`config.mk`:
```
export PLATFORM = sky130hd
export DESIGN_NAME = tunnel_gen
export DESIGN_NICKNAME = d
export VERILOG_FILES = /design/src/rtl/tunnel_pkg.sv /design/src/rtl/tunnel_seek.sv /design/src/rtl/tunnel_update.sv /design/src/rtl/tunnel_ctrl.sv /design/src/rtl/tunnel_gen.sv
export SDC_FILE = /design/constraint.sdc
export NUM_CORES = 1
export LEC_CHECK = 0
export BUFFER_PORTS_ARGS = -buffer_cell sky130_fd_sc_hd__buf_2
export CORE_MARGIN = 4
export CORE_UTILIZATION = 41
export CTS_CLUSTER_SIZE = 14
export DETAILED_ROUTE_END_ITERATION = 10
export PLACE_DENSITY = 0.61
export SYNTH_ARGS = -nofsm -noshare
export SYNTH_HDL_FRONTEND = slang
export SYNTH_SLANG_ARGS = --single-unit
```
`constraint.sdc`:
```
create_clock -name clk -period 5.6 [get_ports clk]
set_clock_uncertainty 0.2 [all_clocks]
set_input_delay 1.68 -clock clk [delete_from_list [all_inputs] [get_ports clk]]
set_output_delay 1.68 -clock clk [all_outputs]
set_load 0.005 [all_outputs]
```
`src/rtl/tunnel_pkg.sv`:
```
package tunnel_pkg;

  typedef enum logic [1:0] {
    TG_EMIT = 2'd0,
    TG_WAIT = 2'd1,
    TG_DONE = 2'd2,
    TG_ERR  = 2'd3
  } tg_state_e;

  localparam int unsigned TG_BYTE_W = 8;
  localparam logic [TG_BYTE_W-1:0] TG_BYTE_MAX = 8'hFF;

endpackage

```
`src/rtl/tunnel_seek.sv`:
```
// Finds the highest byte at or below the start index that can still be
// incremented without wrapping.
module tunnel_seek
  import tunnel_pkg::*;
#(
  parameter int unsigned NUM_BYTES = 15,
  parameter int unsigned IDX_W     = 4
) (
  input  logic [NUM_BYTES*TG_BYTE_W-1:0] bytes_in,
  input  logic [IDX_W-1:0]               start_idx,
  output logic                           found,
  output logic [IDX_W-1:0]               pos
);

  logic [NUM_BYTES-1:0] open_slot;

  for (genvar g = 0; g < NUM_BYTES; g++) begin : g_slot
    assign open_slot[g] = (bytes_in[g*TG_BYTE_W +: TG_BYTE_W] != TG_BYTE_MAX)
                          && (IDX_W'(g) <= start_idx);
  end

  always_comb begin
    found = |open_slot;
    pos   = '0;
    for (int i = 0; i < NUM_BYTES; i++) begin
      if (open_slot[i]) pos = IDX_W'(i);
    end
  end

endmodule

```
`src/rtl/tunnel_update.sv`:
```
// Builds the next candidate: keep bytes below pos, bump pos, clear above.
module tunnel_update
  import tunnel_pkg::*;
#(
  parameter int unsigned NUM_BYTES = 15,
  parameter int unsigned IDX_W     = 4
) (
  input  logic [NUM_BYTES*TG_BYTE_W-1:0] bytes_in,
  input  logic [IDX_W-1:0]               pos,
  output logic [NUM_BYTES*TG_BYTE_W-1:0] bytes_out
);

  for (genvar g = 0; g < NUM_BYTES; g++) begin : g_byte
    logic [TG_BYTE_W-1:0] cur;
    assign cur = bytes_in[g*TG_BYTE_W +: TG_BYTE_W];
    always_comb begin
      if (IDX_W'(g) < pos)       bytes_out[g*TG_BYTE_W +: TG_BYTE_W] = cur;
      else if (IDX_W'(g) == pos) bytes_out[g*TG_BYTE_W +: TG_BYTE_W] = cur + 8'd1;
      else                       bytes_out[g*TG_BYTE_W +: TG_BYTE_W] = '0;
    end
  end

endmodule

```
`src/rtl/tunnel_ctrl.sv`:
```
// Handshake sequencing: emit one candidate, wait for one length, repeat.
module tunnel_ctrl
  import tunnel_pkg::*;
(
  input  logic clk,
  input  logic rst_n,
  input  logic cand_ready,
  input  logic len_valid,
  input  logic len_bad,
  input  logic can_step,
  output logic cand_valid,
  output logic len_ready,
  output logic done,
  output logic err,
  output logic advance
);

  tg_state_e state_q, state_d;

  always_comb begin
    state_d = state_q;
    unique case (state_q)
      TG_EMIT: if (cand_ready) state_d = TG_WAIT;
      TG_WAIT: begin
        if (len_valid) begin
          if (len_bad)       state_d = TG_ERR;
          else if (!can_step) state_d = TG_DONE;
          else               state_d = TG_EMIT;
        end
      end
      TG_DONE: state_d = TG_DONE;
      TG_ERR:  state_d = TG_ERR;
      default: state_d = TG_ERR;
    endcase
  end

  always_ff @(posedge clk) begin
    if (!rst_n) state_q <= TG_EMIT;
    else        state_q <= state_d;
  end

  assign cand_valid = (state_q == TG_EMIT);
  assign len_ready  = (state_q == TG_WAIT);
  assign done       = (state_q == TG_DONE);
  assign err        = (state_q == TG_ERR);
  assign advance    = len_ready && len_valid && !len_bad && can_step;

endmodule

```
`src/rtl/tunnel_gen.sv`:
```
module tunnel_gen
  import tunnel_pkg::*;
#(
  parameter int unsigned NUM_BYTES = 15,
  parameter int unsigned LEN_W     = 4
) (
  input  logic                           clk,
  input  logic                           rst_n,
  output logic                           cand_valid,
  input  logic                           cand_ready,
  output logic [NUM_BYTES*TG_BYTE_W-1:0] cand_bytes,
  input  logic                           len_valid,
  output logic                           len_ready,
  input  logic [LEN_W-1:0]               len_value,
  output logic                           done,
  output logic                           err
);

  localparam int unsigned IDX_W = (NUM_BYTES > 1) ? $clog2(NUM_BYTES) : 1;
  localparam int unsigned BUF_W = NUM_BYTES * TG_BYTE_W;

  logic [BUF_W-1:0] cand_q, cand_d;
  logic [IDX_W-1:0] mark_q, start_idx, hit_idx;
  logic [LEN_W-1:0] prev_q, len_m1;
  logic [31:0]      len_ext;
  logic             len_bad, hit, advance, len_changed;

  assign len_ext     = 32'(len_value);
  assign len_bad     = (len_ext == 32'd0) || (len_ext > NUM_BYTES);
  assign len_m1      = len_value - LEN_W'(1);
  assign len_changed = (prev_q == '0) || (prev_q != len_value);
  assign start_idx   = len_changed ? IDX_W'(len_m1) : mark_q;

  tunnel_seek #(.NUM_BYTES(NUM_BYTES), .IDX_W(IDX_W)) u_seek (
    .bytes_in  (cand_q),
    .start_idx (start_idx),
    .found     (hit),
    .pos       (hit_idx)
  );

  tunnel_update #(.NUM_BYTES(NUM_BYTES), .IDX_W(IDX_W)) u_update (
    .bytes_in  (cand_q),
    .pos       (hit_idx),
    .bytes_out (cand_d)
  );

  tunnel_ctrl u_ctrl (
    .clk        (clk),
    .rst_n      (rst_n),
    .cand_ready (cand_ready),
    .len_valid  (len_valid),
    .len_bad    (len_bad),
    .can_step   (hit),
    .cand_valid (cand_valid),
    .len_ready  (len_ready),
    .done       (done),
    .err        (err),
    .advance    (advance)
  );

  always_ff @(posedge clk) begin
    if (!rst_n) begin
      cand_q <= '0;
      mark_q <= '0;
      prev_q <= '0;
    end else if (advance) begin
      cand_q <= cand_d;
      mark_q <= hit_idx;
      prev_q <= len_value;
    end
  end

  assign cand_bytes = cand_q;

endmodule

```
==> key figures <==
Floorplanning
  – Die area: 19470 µm²
  – Die Y: 139.5 µm
  – Rows: 47
  – Die width: 139.5 µm
  – Starting Density: 42.31%
  – Boundary Pins: 132
  – Placeable core region: 16760 µm²

Global routing
  – GR Layer Usage met2: ~31%
  – First-pass GRT wire length: 32.55 mm
  – GRT busiest layer: met2
  – Initial antenna violation count: 0
  – Global route overflow: 0
  – Vias in the first global route: 6245
  – GR Util met3: under 10%
  – Largest net degree at the start of global routing: 29
  – GRT Overall Usage: 20.07%
  – Met1 usage: between 20% and 30%

STA
  – Hold WS: approximately 280 ps
  – Final period utilization: 90.21%
  – Final min period: 5052 ps
  – Setup TNS: 0 ps
  – Max frequency: 197.9 MHz
  – Slew @ Worst Pin: ~1100 ps
  – Worst setup margin: 548.1 ps
  – Count of final setup violators: 0
  – Unrepaired setup endpoints after global routing: no
  – Relative slew slack: 24.33%
  – Final slew viol count: 0
  – Hold Vio Cnt, Final: 0

Power and ir drop
  – Sw power: 0.5706 mW
  – Pleak: ~3.6 nW
  – Worst vdd ir: roughly 0.23 mV
  – Switch share: 25.21%
  – Clk pwr share: 48.3%
  – Gate power share: roughly a tenth
  – Final Power: 2.263 mW
  – Int Pwr: 1.692 mW
  – Sequential power share: 41.5%
  – Power per standard cell area: 257.6 nW/µm²

Clock network
  – Clock Latency Late Sink: 420 ps
  – Post-CTS Setup Repair Bufs: 0
  – TritonCTS buffer count: 17
  – CTS tree: yes
  – Sink Count: 130
  – CTS max path bufs: 2
  – H-tree levels: 4
  – PostCTS Resize Cnt: 0
  – Reg clk slew, reported paths: 60 ps
  – CTS root buf: clkbuf_16
  – Cts hold-fix bufs: 0

Layout
  – # diodes: 0
  – Commonest cells after routing, fill and taps aside: buf_2 (131), dfxtp_1 (130), nor2_1 (120)
  – Finished Cell Area: approximately 8800 µm²
  – Commonest non-fill, non-tap cell in the layout: buf_2
  – Layout area overhead: 23.85%
  – Final Util: 52.41%
  – Layout Nets: ~1100
  – Final cell count without fillers: around 1300
  – Fraction of layout cells with a size suffix above 1: about 22%

Place
  – Detail Placement HPWL: about 15 mm
  – Port bufs: between 100 and 150
  – Setup WS pre-CTS: about 170 ps
  – Area of placed instances: 8194 µm²
  – Inst Count DP: 1235
  – Gpl congestion: 0.8791

Drt
  – Detailed-route wire length: 19.71 mm
  – WL/cell: 15.56 µm
  – Vias: 6877
  – Iteration count of the initial detailed-routing pass: 7
  – Antenna-violating nets left: 0
  – 1st-iter DRT viols: 377
  – Vias/cell: 5.428
  – DRC viols: 0

Critical path
  – Crit-path cells: buf_2, inv_1, ha_1, nand2_1, nor2_1, a21boi_0, nor2_1, o32a_1, a311oi_1, nor3_1, buf_4, or4_1, or3_1, a21oi_1
  – Arr. time, crit path: 5210 ps
  – Crit path kind: in2reg
  – Critical Path Max Stage Delay: 660 ps
  – Worst-path fanout max: 11
  – Crit path top cell by count: nor2_1
  – Crit path capture type: flop
  – Worst path required time: 5750 ps
  – Startpoint types: input pin
  – Slowest-stage cell, CP: or4_1

Logic synthesis
  – Post-Syn Nets: 902
  – Post-synthesis sequential area ratio: approximately 37%
  – Flop and latch count out of synthesis: between 100 and 150
  – Distinct cells, synth: 75
  – Ys async rst share: 0%
  – Post-synth EDFFs: 0
  – Yosys warns: 0
  – Avg Inst Size Synth: 8.086 µm²
  – Prevailing post-synth register cell: dfxtp_1
  – Syn Inst Count: 877
  – Syn Std Cell Area: 7092 µm²

Run
  – MaxCap Viol Count: 0

Worst hold path
  – Type of the worst min-delay path: reg2reg

Outcome
  – Status: completed
[cells by family after synthesis]
kind of cell / count (synthesis) / synth area share [%]
AO/OA/AOI/OAI: 173 / 17.17
adder cells (fa/ha/maj): 17 / 2.999
multiplexers: 10 / 1.429
buffers and inverters: 58 / 3.493
flip-flops: 130 / 36.70
AND/OR/NAND/NOR: 417 / 29.22
XOR/XNOR: 72 / 8.998
[synth_stat cells (9+ instances only)]
| master | n | area [µm²] |
|---|---|---|
| a21o_1 | 11 | 82.58 |
| a21oi_1 | 39 | 195.2 |
| a31oi_1 | 9 | 56.30 |
| and3_1 | 16 | 100.1 |
| clkbuf_1 | 31 | 116.4 |
| dfxtp_1 | 130 | 2603 |
| ha_1 | 17 | 212.7 |
| inv_1 | 20 | 75.07 |
| mux2i_1 | 9 | 90.09 |
| nand2_1 | 84 | 315.3 |
| nand2b_1 | 12 | 75.07 |
| nand3_1 | 58 | 290.3 |
| nand4_1 | 25 | 156.4 |
| nor2_1 | 120 | 450.4 |
| nor3_1 | 22 | 110.1 |
| nor4_1 | 12 | 75.07 |
| o21ai_0 | 32 | 160.2 |
| or3_1 | 13 | 81.33 |
| xnor2_1 | 37 | 324.1 |
| xor2_1 | 34 | 297.8 |
[path summary, 6_finish.rpt]
kind                                             start                          to  slack, ps  cells past startpoint
worst min register to register  prev_q[1]$_SDFFE_PN0P_      prev_q[1]$_SDFFE_PN0P_        280                      2
worst max-delay path                      len_value[0]  cand_bytes[3]$_SDFFE_PN0P_        550                     14
worst max register to register  prev_q[0]$_SDFFE_PN0P_  cand_bytes[3]$_SDFFE_PN0P_       1620                     11
worst min-delay path            prev_q[1]$_SDFFE_PN0P_      prev_q[1]$_SDFFE_PN0P_        280                      2
[metal layers]
layer	vias up	wire length (µm)
li1	3475	-
met1	3207	9548
met2	172	8808
met3	23	1033
met4	0	323
met5	-	0
[power by group through the flow]
stage / registers, mW / clock network (mW) / logic (mW)
after detailed placement: 0.960 / 0 / 0.225
after floorplan: 0.956 / 0 / 0.145
final: 0.940 / 1.09 / 0.229
after global routing: 0.941 / 1.17 / 0.249
after global placement: 0.960 / 0 / 0.226
after CTS: 0.940 / 1.12 / 0.226
[layout make-up]
cell class	count	area, µm²
fill	1633	7976
multi-input combinational	689	4248
sequential	130	2603
timing repair buffer	176	993.5
clock buffer	20	456.7
tap	220	275.3
clock inverter	12	132.6
inverter	20	75.07
[worst max-delay path: cells and delay by family]
family	cells	cell delay, ps
AO/OA/AOI/OAI	4	970
AND/OR/NAND/NOR	6	1540
buffers and inverters	3	490
adder cells (fa/ha/maj)	1	520
[registers in the layout, indices dropped and copies added, names as in the netlist]
| name | flops |
|---|---|
| cand_bytes | 120 |
| mark_q | 4 |
| prev_q | 4 |
| u_ctrl.state_q | 2 |
Note: power is estimated with default switching activity, not from simulation.
